`src/rtl/imp_seq_pkg.sv`:
```
package imp_seq_pkg;

  typedef enum logic [1:0] {
    OP_START = 2'd0,
    OP_WRITE = 2'd1,
    OP_READ  = 2'd2,
    OP_STOP  = 2'd3
  } bus_op_e;

  typedef struct packed {
    logic [23:0] freq;
    logic [8:0]  settle;
    logic [1:0]  mult;
    logic [1:0]  range;
    logic        gain1;
  } meas_cfg_t;

  localparam int STEP_W = 6;

  // step indices the sequencer branches on
  localparam logic [STEP_W-1:0] STEP_INIT_END   = 6'd19;
  localparam logic [STEP_W-1:0] STEP_SWEEP_BEG  = 6'd20;
  localparam logic [STEP_W-1:0] STEP_POLL_BEG   = 6'd25;
  localparam logic [STEP_W-1:0] STEP_POLL_END   = 6'd32;
  localparam logic [STEP_W-1:0] STEP_FETCH_BEG  = 6'd33;
  localparam logic [STEP_W-1:0] STEP_LAST       = 6'd45;

  localparam logic [7:0] DEV_WR     = 8'h1A;
  localparam logic [7:0] DEV_RD     = 8'h1B;
  localparam logic [7:0] REG_CTRL   = 8'h80;
  localparam logic [7:0] REG_FREQ   = 8'h82;
  localparam logic [7:0] REG_SETTLE = 8'h8A;
  localparam logic [7:0] REG_STAT   = 8'h8F;
  localparam logic [7:0] REG_RESULT = 8'h94;
  localparam logic [7:0] PTR_SET    = 8'hB0;
  localparam logic [7:0] BLK_READ   = 8'hA1;
  localparam logic [7:0] BLK_COUNT  = 8'h04;

  localparam logic [3:0] NIB_STANDBY = 4'hB;
  localparam logic [3:0] NIB_INIT    = 4'h1;
  localparam logic [3:0] NIB_SWEEP   = 4'h2;

  localparam logic [1:0] MULT_RESERVED = 2'b10;

endpackage

```
`src/rtl/imp_step_rom.sv`:
```
module imp_step_rom
  import imp_seq_pkg::*;
(
  input  logic [STEP_W-1:0] step,
  input  meas_cfg_t         cfg,
  output bus_op_e           op,
  output logic [7:0]        wbyte,
  output logic              nack
);

  function automatic logic [7:0] ctrl_byte(input logic [3:0] nib, input meas_cfg_t c);
    return {nib, 1'b0, c.range, c.gain1};
  endfunction

  always_comb begin
    op    = OP_STOP;
    wbyte = 8'h00;
    nack  = 1'b0;
    case (step)
      6'd0, 6'd4, 6'd10, 6'd15, 6'd20, 6'd25, 6'd29, 6'd33, 6'd39: op = OP_START;
      6'd1, 6'd5, 6'd11, 6'd16, 6'd21, 6'd26, 6'd34: begin op = OP_WRITE; wbyte = DEV_WR; end
      6'd30, 6'd40:               begin op = OP_WRITE; wbyte = DEV_RD; end
      6'd2, 6'd17, 6'd22:         begin op = OP_WRITE; wbyte = REG_CTRL; end
      6'd3:  begin op = OP_WRITE; wbyte = ctrl_byte(NIB_STANDBY, cfg); end
      6'd18: begin op = OP_WRITE; wbyte = ctrl_byte(NIB_INIT, cfg); end
      6'd23: begin op = OP_WRITE; wbyte = ctrl_byte(NIB_SWEEP, cfg); end
      6'd6:  begin op = OP_WRITE; wbyte = REG_FREQ; end
      6'd7:  begin op = OP_WRITE; wbyte = cfg.freq[23:16]; end
      6'd8:  begin op = OP_WRITE; wbyte = cfg.freq[15:8]; end
      6'd9:  begin op = OP_WRITE; wbyte = cfg.freq[7:0]; end
      6'd12: begin op = OP_WRITE; wbyte = REG_SETTLE; end
      6'd13: begin op = OP_WRITE; wbyte = {5'b00000, cfg.mult, cfg.settle[8]}; end
      6'd14: begin op = OP_WRITE; wbyte = cfg.settle[7:0]; end
      6'd27, 6'd35:               begin op = OP_WRITE; wbyte = PTR_SET; end
      6'd28: begin op = OP_WRITE; wbyte = REG_STAT; end
      6'd36: begin op = OP_WRITE; wbyte = REG_RESULT; end
      6'd37: begin op = OP_WRITE; wbyte = BLK_READ; end
      6'd38: begin op = OP_WRITE; wbyte = BLK_COUNT; end
      6'd31, 6'd44:               begin op = OP_READ; nack = 1'b1; end
      6'd41, 6'd42, 6'd43:        op = OP_READ;
      default: op = OP_STOP;
    endcase
  end

endmodule

```
`src/rtl/imp_downcnt.sv`:
```
module imp_downcnt #(
  parameter int W = 16
) (
  input  logic         clk,
  input  logic         rst_n,
  input  logic         load,
  input  logic [W-1:0] load_val,
  input  logic         dec,
  output logic         zero
);

  logic [W-1:0] cnt_q;

  always_ff @(posedge clk or negedge rst_n) begin
    if (!rst_n)                   cnt_q <= '0;
    else if (load)                cnt_q <= load_val;
    else if (dec && cnt_q != '0)  cnt_q <= cnt_q - W'(1);
  end

  assign zero = (cnt_q == '0);

endmodule

```
`src/rtl/imp_byte_shift.sv`:
```
module imp_byte_shift #(
  parameter int LANES = 4
) (
  input  logic                 clk,
  input  logic                 rst_n,
  input  logic                 shift,
  input  logic [7:0]           din,
  output logic [8*LANES-1:0]   dout
);

  logic [7:0] lane_q [LANES];

  for (genvar g = 0; g < LANES; g++) begin : g_lane
    always_ff @(posedge clk or negedge rst_n) begin
      if (!rst_n)     lane_q[g] <= 8'h00;
      else if (shift) lane_q[g] <= (g == 0) ? din : lane_q[(g == 0) ? 0 : g-1];
    end
    assign dout[8*g +: 8] = lane_q[g];
  end

endmodule

```
`src/rtl/imp_seq.sv`:
```
module imp_seq
  import imp_seq_pkg::*;
#(
  parameter int POLL_MAX = 8,
  parameter int DWELL_W  = 16
) (
  input  logic               clk,
  input  logic               rst_n,
  input  logic               go,
  input  logic [23:0]        freq_code,
  input  logic [8:0]         settle_cnt,
  input  logic [1:0]         settle_mult,
  input  logic [1:0]         exc_range,
  input  logic               gain1,
  input  logic [DWELL_W-1:0] dwell_cycles,
  output logic               cmd_valid,
  input  logic               cmd_ready,
  output logic [1:0]         cmd_op,
  output logic [7:0]         cmd_byte,
  output logic               cmd_nack,
  input  logic               rsp_valid,
  input  logic               rsp_ack,
  input  logic [7:0]         rsp_byte,
  output logic [15:0]        res_real,
  output logic [15:0]        res_imag,
  output logic               done,
  output logic               error
);

  localparam int POLL_W = $clog2(POLL_MAX + 1);
  localparam logic [POLL_W-1:0] POLL_LAST = POLL_W'(POLL_MAX - 1);

  typedef enum logic [2:0] {ST_IDLE, ST_ISSUE, ST_WAIT, ST_DWELL, ST_FIN} seq_st_e;

  seq_st_e           st_q;
  logic [STEP_W-1:0] step_q;
  meas_cfg_t         cfg_q;
  logic [DWELL_W-1:0] dwell_q;
  logic [POLL_W-1:0] poll_q;
  logic              abort_q, err_q;
  logic [15:0]       re_q, im_q;

  bus_op_e    rom_op;
  logic [7:0] rom_byte;
  logic       rom_nack;
  logic       dwell_zero, dwell_load, take_rsp, shift_en;
  logic [31:0] rd_bytes;

  imp_step_rom u_rom (
    .step (step_q), .cfg (cfg_q),
    .op (rom_op), .wbyte (rom_byte), .nack (rom_nack)
  );

  assign take_rsp   = (st_q == ST_WAIT) && rsp_valid;
  assign dwell_load = take_rsp && !abort_q && (step_q == STEP_INIT_END);
  assign shift_en   = take_rsp && !abort_q && (rom_op == OP_READ);

  imp_downcnt #(.W(DWELL_W)) u_dwell (
    .clk (clk), .rst_n (rst_n), .load (dwell_load), .load_val (dwell_q),
    .dec (st_q == ST_DWELL), .zero (dwell_zero)
  );

  imp_byte_shift #(.LANES(4)) u_shift (
    .clk (clk), .rst_n (rst_n), .shift (shift_en), .din (rsp_byte), .dout (rd_bytes)
  );

  always_ff @(posedge clk or negedge rst_n) begin
    if (!rst_n) begin
      st_q    <= ST_IDLE;
      step_q  <= '0;
      cfg_q   <= '0;
      dwell_q <= '0;
      poll_q  <= '0;
      abort_q <= 1'b0;
      err_q   <= 1'b0;
      re_q    <= '0;
      im_q    <= '0;
    end else begin
      case (st_q)
        ST_IDLE: if (go) begin
          if (settle_mult == MULT_RESERVED) begin
            err_q <= 1'b1;
            st_q  <= ST_FIN;
          end else begin
            cfg_q   <= '{freq: freq_code, settle: settle_cnt, mult: settle_mult,
                         range: exc_range, gain1: gain1};
            dwell_q <= dwell_cycles;
            err_q   <= 1'b0;
            abort_q <= 1'b0;
            poll_q  <= '0;
            step_q  <= '0;
            st_q    <= ST_ISSUE;
          end
        end
        ST_ISSUE: if (cmd_ready) st_q <= ST_WAIT;
        ST_WAIT: if (rsp_valid) begin
          if (abort_q) begin
            st_q <= ST_FIN;
          end else if (rom_op == OP_WRITE && !rsp_ack) begin
            abort_q <= 1'b1;
            err_q   <= 1'b1;
            st_q    <= ST_ISSUE;
          end else if (step_q == STEP_INIT_END) begin
            st_q <= ST_DWELL;
          end else if (step_q == STEP_POLL_END) begin
            // status byte is the most recent read, bit 1 = data valid
            if (rd_bytes[1]) begin
              step_q <= STEP_FETCH_BEG;
              st_q   <= ST_ISSUE;
            end else if (poll_q == POLL_LAST) begin
              err_q <= 1'b1;
              st_q  <= ST_FIN;
            end else begin
              poll_q <= poll_q + POLL_W'(1);
              step_q <= STEP_POLL_BEG;
              st_q   <= ST_ISSUE;
            end
          end else if (step_q == STEP_LAST) begin
            re_q <= rd_bytes[31:16];
            im_q <= rd_bytes[15:0];
            st_q <= ST_FIN;
          end else begin
            step_q <= step_q + STEP_W'(1);
            st_q   <= ST_ISSUE;
          end
        end
        ST_DWELL: if (dwell_zero) begin
          step_q <= STEP_SWEEP_BEG;
          st_q   <= ST_ISSUE;
        end
        ST_FIN:  st_q <= ST_IDLE;
        default: st_q <= ST_IDLE;
      endcase
    end
  end

  assign cmd_valid = (st_q == ST_ISSUE);
  assign cmd_op    = abort_q ? OP_STOP : rom_op;
  assign cmd_byte  = abort_q ? 8'h00 : rom_byte;
  assign cmd_nack  = abort_q ? 1'b0 : rom_nack;
  assign done      = (st_q == ST_FIN);
  assign error     = err_q;
  assign res_real  = re_q;
  assign res_imag  = im_q;

endmodule

```
`config.mk`:
```
export PLATFORM = sky130hd
export DESIGN_NAME = imp_seq
export DESIGN_NICKNAME = d
export VERILOG_FILES = /design/src/rtl/imp_seq_pkg.sv /design/src/rtl/imp_step_rom.sv /design/src/rtl/imp_downcnt.sv /design/src/rtl/imp_byte_shift.sv /design/src/rtl/imp_seq.sv
export SDC_FILE = /design/constraint.sdc
export NUM_CORES = 1
export LEC_CHECK = 0
export ABC_AREA = 1
export BUFFER_PORTS_ARGS = -buffer_cell sky130_fd_sc_hd__buf_4
export CORE_ASPECT_RATIO = 1.4
export CORE_MARGIN = 4
export CORE_UTILIZATION = 45
export DETAILED_ROUTE_END_ITERATION = 16
export MAX_ROUTING_LAYER = met4
export PLACE_DENSITY = 0.74
export SYNTH_ARGS = -nofsm -noshare
export SYNTH_HDL_FRONTEND = slang
export SYNTH_SLANG_ARGS = --single-unit
```
`constraint.sdc`:
```
create_clock -name clk -period 3.2 [get_ports clk]
set_input_delay 0.16 -clock clk [delete_from_list [all_inputs] [get_ports clk]]
set_output_delay 0.16 -clock clk [all_outputs]
set_load 0.05 [all_outputs]
```
== After elaboration in Yosys (flattened, before gate mapping) ==
Cells that the tools add are included.

* Bits in writable memories: 0
* Input bits: 68
* Logic and storage cells: 184
* Memory bits (read-only): 0
* Memories: 0
* Latch bits: 0
* Output and inout port bits: 46
* Register bits after elaboration: 149

* Order comparisons: 0
* Muxes and demuxes: 59
* Shift operators: 0
* Divide/modulo/power cells: 0
* Add/sub/neg operators: 3
* Equal/unequal tests: 69
* Reduce and logical (&&, ||, !) cells: 30
* Bitwise operators: 5
* Multiply operators: 0

{| class="wikitable"
|+ Operators by type and width
! kind !! number
|-
| case mux 8 bit (18 select lines) || 1
|-
| equality test 6 x 5 -> 1 bit, second input constant || 15
|-
| equality test 6 bit, second input constant || 14
|-
| 2-to-1 mux 6 bit || 11
|-
| equality test 6 x 4 -> 1 bit, second input constant || 8
|-
| 2-to-1 mux 3 bit || 12
|-
| 2-to-1 mux 4 bit || 9
|-
| 2-to-1 mux 16 bit || 2
|-
| OR reduction 28 bit || 1
|-
| equality test 6 x 3 -> 1 bit, second input constant || 4
|-
| AND reduction 10 bit || 2
|-
| != test 2 bit, second input constant || 9
|-
| case mux 6 bit (3 select lines) || 1
|-
| zero test 16 bit || 1
|-
| 2-to-1 mux 1 bit || 16
|-
| nonzero test 16 bit || 1
|-
| subtractor 16 x 1 -> 16 bit, second input constant || 1
|-
| equality test 6 x 2 -> 1 bit, second input constant || 2
|-
| case mux 3 bit (4 select lines) || 1
|-
| != test 3 bit, second input constant || 3
|-
| OR reduction 9 bit || 1
|-
| 2-to-1 mux 8 bit || 1
|-
| case mux 4 bit (2 select lines) || 1
|-
| AND reduction 4 bit || 2
|-
| 29 further kinds || 47
|}

== Longest topological paths before layout ==
* Word-level depth: 9
* Depth in mapped cells: 17
* Gate-level depth less buffers: 16

== Modules after synthesis ==
Synthesis repeated with hierarchy kept, for this count alone.

* Cell total of the unflattened synthesis: 965
* Area total of the unflattened synthesis: 8157.8 µm²

{| class="wikitable"
|+ By module, submodules not included
! module !! instances !! cells each !! area each (µm²) !! sequential area each (µm²)
|-
| imp_seq || 1 || 471 || 4762.1 || 2527.4
|-
| imp_byte_shift || 1 || 136 || 1292.5 || 800.8
|-
| imp_downcnt || 1 || 183 || 1255.0 || 400.4
|-
| imp_step_rom || 1 || 175 || 848.3 || 0.0
|}

== Least setup slack after synthesis ==
No wires, ideal clock.

* Path type: flip-flop to output port
* Start: register step_q[0]
* End: output port cmd_byte[4]
* Arrival time: 2140 ps
* Slack: 900 ps
* Data required time: 3040 ps
* Cell stages (with the launch flop): 11
* Buffers on the path: 0
* Cell sequence: dfrtp_1 > inv_1 > ha_1 > inv_1 > nor2_1 > nand2_1 > nand2_1 > nor2_1 > o211ai_1 > inv_1 > a31oi_1

* Longest elaborated chain between the ends: 4
* Elaborated cells between the ends (all ways): 34
* Classes of those cells: 28 x eq/ne; 2 x mux; 4 x reduce/logical

{| class="wikitable"
|+ Ends and longest elaborated chain
! element !! line !! source
|-
| from (decl) || imp_seq.sv:36 || <nowiki>logic [STEP_W-1:0] step_q;</nowiki>
|-
| from (signal assigned) || imp_seq.sv:123 || <nowiki>step_q <= step_q + STEP_W'(1);</nowiki>
|-
| equality test 6 x 1 -> 1 bit (tied with other cells) || imp_step_rom.sv:19 || <nowiki>case (step)</nowiki>
|-
| OR reduction 7 bit (tied with other cells) || n/a ||
|-
| case mux 8 bit (18 select lines) (*) || imp_step_rom.sv:19 ||
|-
| 2-to-1 mux 8 bit (*) || imp_seq.sv:139 || <nowiki>assign cmd_byte = abort_q ? 8'h00 : rom_byte;</nowiki>
|-
| to (decl) || imp_seq.sv:19 || <nowiki>output logic [7:0] cmd_byte,</nowiki>
|}

Mark *: on every way between the ends. The rest lies on a longest branch, timed or not.

== Worst setup path in the final report ==
* Start: register step_q[0]
* End: output port cmd_byte[0]

Same word-level chain as after synthesis.

==> out/qor.txt <==
synthesized flop and latch total: 149
WP data arrival: 2.65 ns
Skew-Pair Late Insertion Delay: 0.43 ns
Top FF cell, synth: dfrtp_1
delay-heaviest family, CP: simple AND/OR/NAND/NOR gates
min Tclk post-route: 2.81 ns
setup TNS: 0 ns
crit path launch type: flop
Reg area: 3730 um^2
measured slew at the worst slew-check pin: 0.738 ns
post-route ant nets: 0
Final GP Congestion: 0.938
dpl hpwl: 12600 um
global route overflow: 0
vias in the first global route: 6239
initial detailed-routing violation count: 423
kind of critical path: reg2out
Area Growth Syn to Fin: 30.8%
WP depth: 12
FF-to-FF End: res_imag[8]
DIE AREA: 18000 um^2
ANT cells: 0
Die X-Extent: 115 um
Ys Warns: 0
multiplexer share of the synthesized area: 0.0755
Avg Inst Size Synth: 8.95 um^2
Post-synth EDFFs: 0
via count: 6112
WL final: 18300 um
row count: 54
r2r setup slk: 0.49 ns
leak pwr: 0.00444 uW
crit-path max FO: 8
final hold viol count: 0
status: finished, final reports clean
Critical Path End Type: primary output
worst reg2reg startpoint: step_q[0]
CP max stage cell: dfrtp_1
Avg Vias per Cell: 5.18
f_max: 0.356 GHz
largest net degree at the start of global routing: 65
multi-input logic area: 2950 um^2
Critical Path Sink: cmd_byte[0]
HP Class: in2reg
clk root buf: clkbuf_16
CTS Hold Buffers Added: 60
Layout fillers: 1331
clock sinks: 149
CTS tree: yes
RSZ-0062 raised after global routing: false
H-tree Lvls: 4
Initial Utilization: 0.459
Peak VDD IR: 0.432 mV
Bufs and invs on worst path: 5
cell mode on critical path: inv_1
Final setup viols: 0
DP Area: 8170 um^2
Synth Area in Compound Gates: 0.124
Post-Synthesis Cell Area: 7160 um^2
Seq/Total Area, Yosys: 0.521
Crit. Startpoint: step_q[0]
Setup Buffers After CTS: 0
library cells used by synthesis: 46
main combinational cell family by area after synthesis: simple AND/OR/NAND/NOR gates
Final Skew: 0.0106 ns
cts bufs inserted: 17
Tot GR Track Use: 0.218
max_cap viols: 0
Final Max Tran Viols: 0
Max clock buf depth: 2
die height: 157 um
simple-gate portion of the synthesized area: 0.191
Critical Path, Cell by Cell: inv_1 > ha_1 > inv_1 > nor2_1 > nand2_1 > inv_1 > a22o_1 > nor4_1 > nand3_1 > nand2_1 > inv_1 > buf_4
Synth Area in XOR/XNOR: 0.00979
WP data required: 3.04 ns
Core Area: 15600 um^2
Routed WL per cell: 15.5 um
post-cts sizing count: 0
final net count: 1045
Initial DRT Pass Iterations: 8
Syn Inst Count: 800
initial antenna violation count: 0
adder-cell share of the synthesized area: 0.0105
FF-to-FF path depth: 12
async set-or-reset flop fraction in the synthesized netlist: 1.00
# DRC: 0
fin area: 9360 um^2
Clock transition at path regs: 0.07 ns
I/O Buffers: 113
slowest stage delay, CP: 0.42 ns
Pwr per Cell Area: 706 nW/um^2
final core utilization: 0.600
Syn Nets: 874
first-pass GRT wire length: 30200 um
Ports: 114
layout cell share with drive strength beyond 1: 0.232
fin crit share: 0.879
Worst slew margin: 0.508
cell type report:
cell class / count / share of cell area
sequential: 149 / 0.398
multi-input combinational: 533 / 0.315
timing repair buffer: 179 / 0.161
clock buffer: 18 / 0.0469
inverter: 91 / 0.0365
tap: 196 / 0.0262
clock inverter: 14 / 0.0160
synth_stat cells (4+ instances only):
cell type	number	area share
nand4_1	8	0.0070
mux2_2	48	0.076
nand2_1	176	0.092
o21ai_0	47	0.033
o21ai_2	4	0.0049
inv_2	5	0.0026
a21oi_1	29	0.020
nand2_2	4	0.0035
xor2_1	5	0.0061
inv_1	83	0.044
o22ai_1	4	0.0035
clkbuf_1	6	0.0031
a221oi_1	4	0.0049
o21ai_1	31	0.022
nor2_2	5	0.0044
o211ai_1	8	0.0084
buf_1	6	0.0031
buf_2	10	0.0070
ha_1	6	0.010
nor3_1	11	0.0077
a31oi_1	4	0.0035
dfrtp_1	149	0.52
nor2_1	72	0.038
nand3_1	31	0.022
logic make-up (layout without fill, tap and decap cells):
family                   count (synthesis)  after routing
flip-flops                             149            149
buffers and inverters                  118            302
XOR/XNOR                                 8              8
multiplexers                            48             48
AND/OR/NAND/NOR                        319            319
AO/OA/AOI/OAI                          152            152
adder cells (fa/ha/maj)                  6              6
state kept, by name, indices dropped and copies added (netlist names):
register       cells
res_imag          16
abort_q            1
poll_q             4
st_q               3
u_shift.dout      32
cfg_q             38
dwell_q           16
step_q             6
u_dwell.cnt_q     16
error              1
res_real          16
worst min-delay path: stages:
cell	delay, ns
buf_4	0.08
nor2_1	0.04
a21oi_1	0.13
placed cells by master (no fill, tap or decap), drive strengths merged, types with 3 or more instances in the layout:
| cell type | count |
|---|---|
| xor2 | 5 |
| ha | 6 |
| clkinv | 5 |
| dlygate4sd3 | 60 |
| o211ai | 8 |
| nand2 | 180 |
| nor2 | 78 |
| nor4 | 3 |
| a221oi | 4 |
| a31oi | 4 |
| buf | 119 |
| mux2 | 48 |
| o22ai | 4 |
| xnor2 | 3 |
| o31ai | 3 |
| nor3 | 12 |
| o21ai | 82 |
| a21oi | 29 |
| or2 | 3 |
| clkbuf | 18 |
| nand3 | 34 |
| a22o | 3 |
| a41oi | 3 |
| dfrtp | 149 |
| a211oi | 3 |
| nand4 | 8 |
| inv | 98 |
stage by stage:
step                hold WS [ns]  total power (uW)  setup WS (ns)  instances
floorplan                 -0.136              4020          0.900        800
global placement           0.172              4510          0.590       1088
detailed placement         0.186              4550          0.467       1088
CTS                     0.000542              6630          0.398       1180
global route              0.0212              6990          0.145       1180
finish                    0.0184              6610          0.389       1180
power by group:
| group | internal [uW] | switching [uW] | leakage (uW) |
|---|---|---|---|
| clock network | 1130 | 879 | 0.000289 |
| registers | 2330 | 319 | 0.00185 |
| logic | 797 | 1160 | 0.00230 |
| total | 4250 | 2360 | 0.00444 |
metal layers:
metal / global-route usage / part of all wire / vias to the layer above
met4: 0.0826 / 0.026 / 0
met3: 0.0488 / 0.054 / 42
li1: - / - / 3000
met2: 0.375 / 0.52 / 184
met5: - / 0 / -
met1: 0.247 / 0.40 / 2886
worst min-delay path by stage:
stage / from / end / slack [ns] / cells past startpoint
detailed placement: rst_n / cfg_q[11] / 0.19 / 1
global placement: rst_n / cfg_q[11] / 0.17 / 1
finish: rsp_byte[4] / u_shift.dout[4] / 0.02 / 3
CTS: rsp_byte[4] / u_shift.dout[4] / 0.0005 / 3
global route: rsp_byte[4] / u_shift.dout[4] / 0.02 / 3
floorplan: rst_n / abort_q / -0.14 / 0
(Power assumes the default switching activity.)
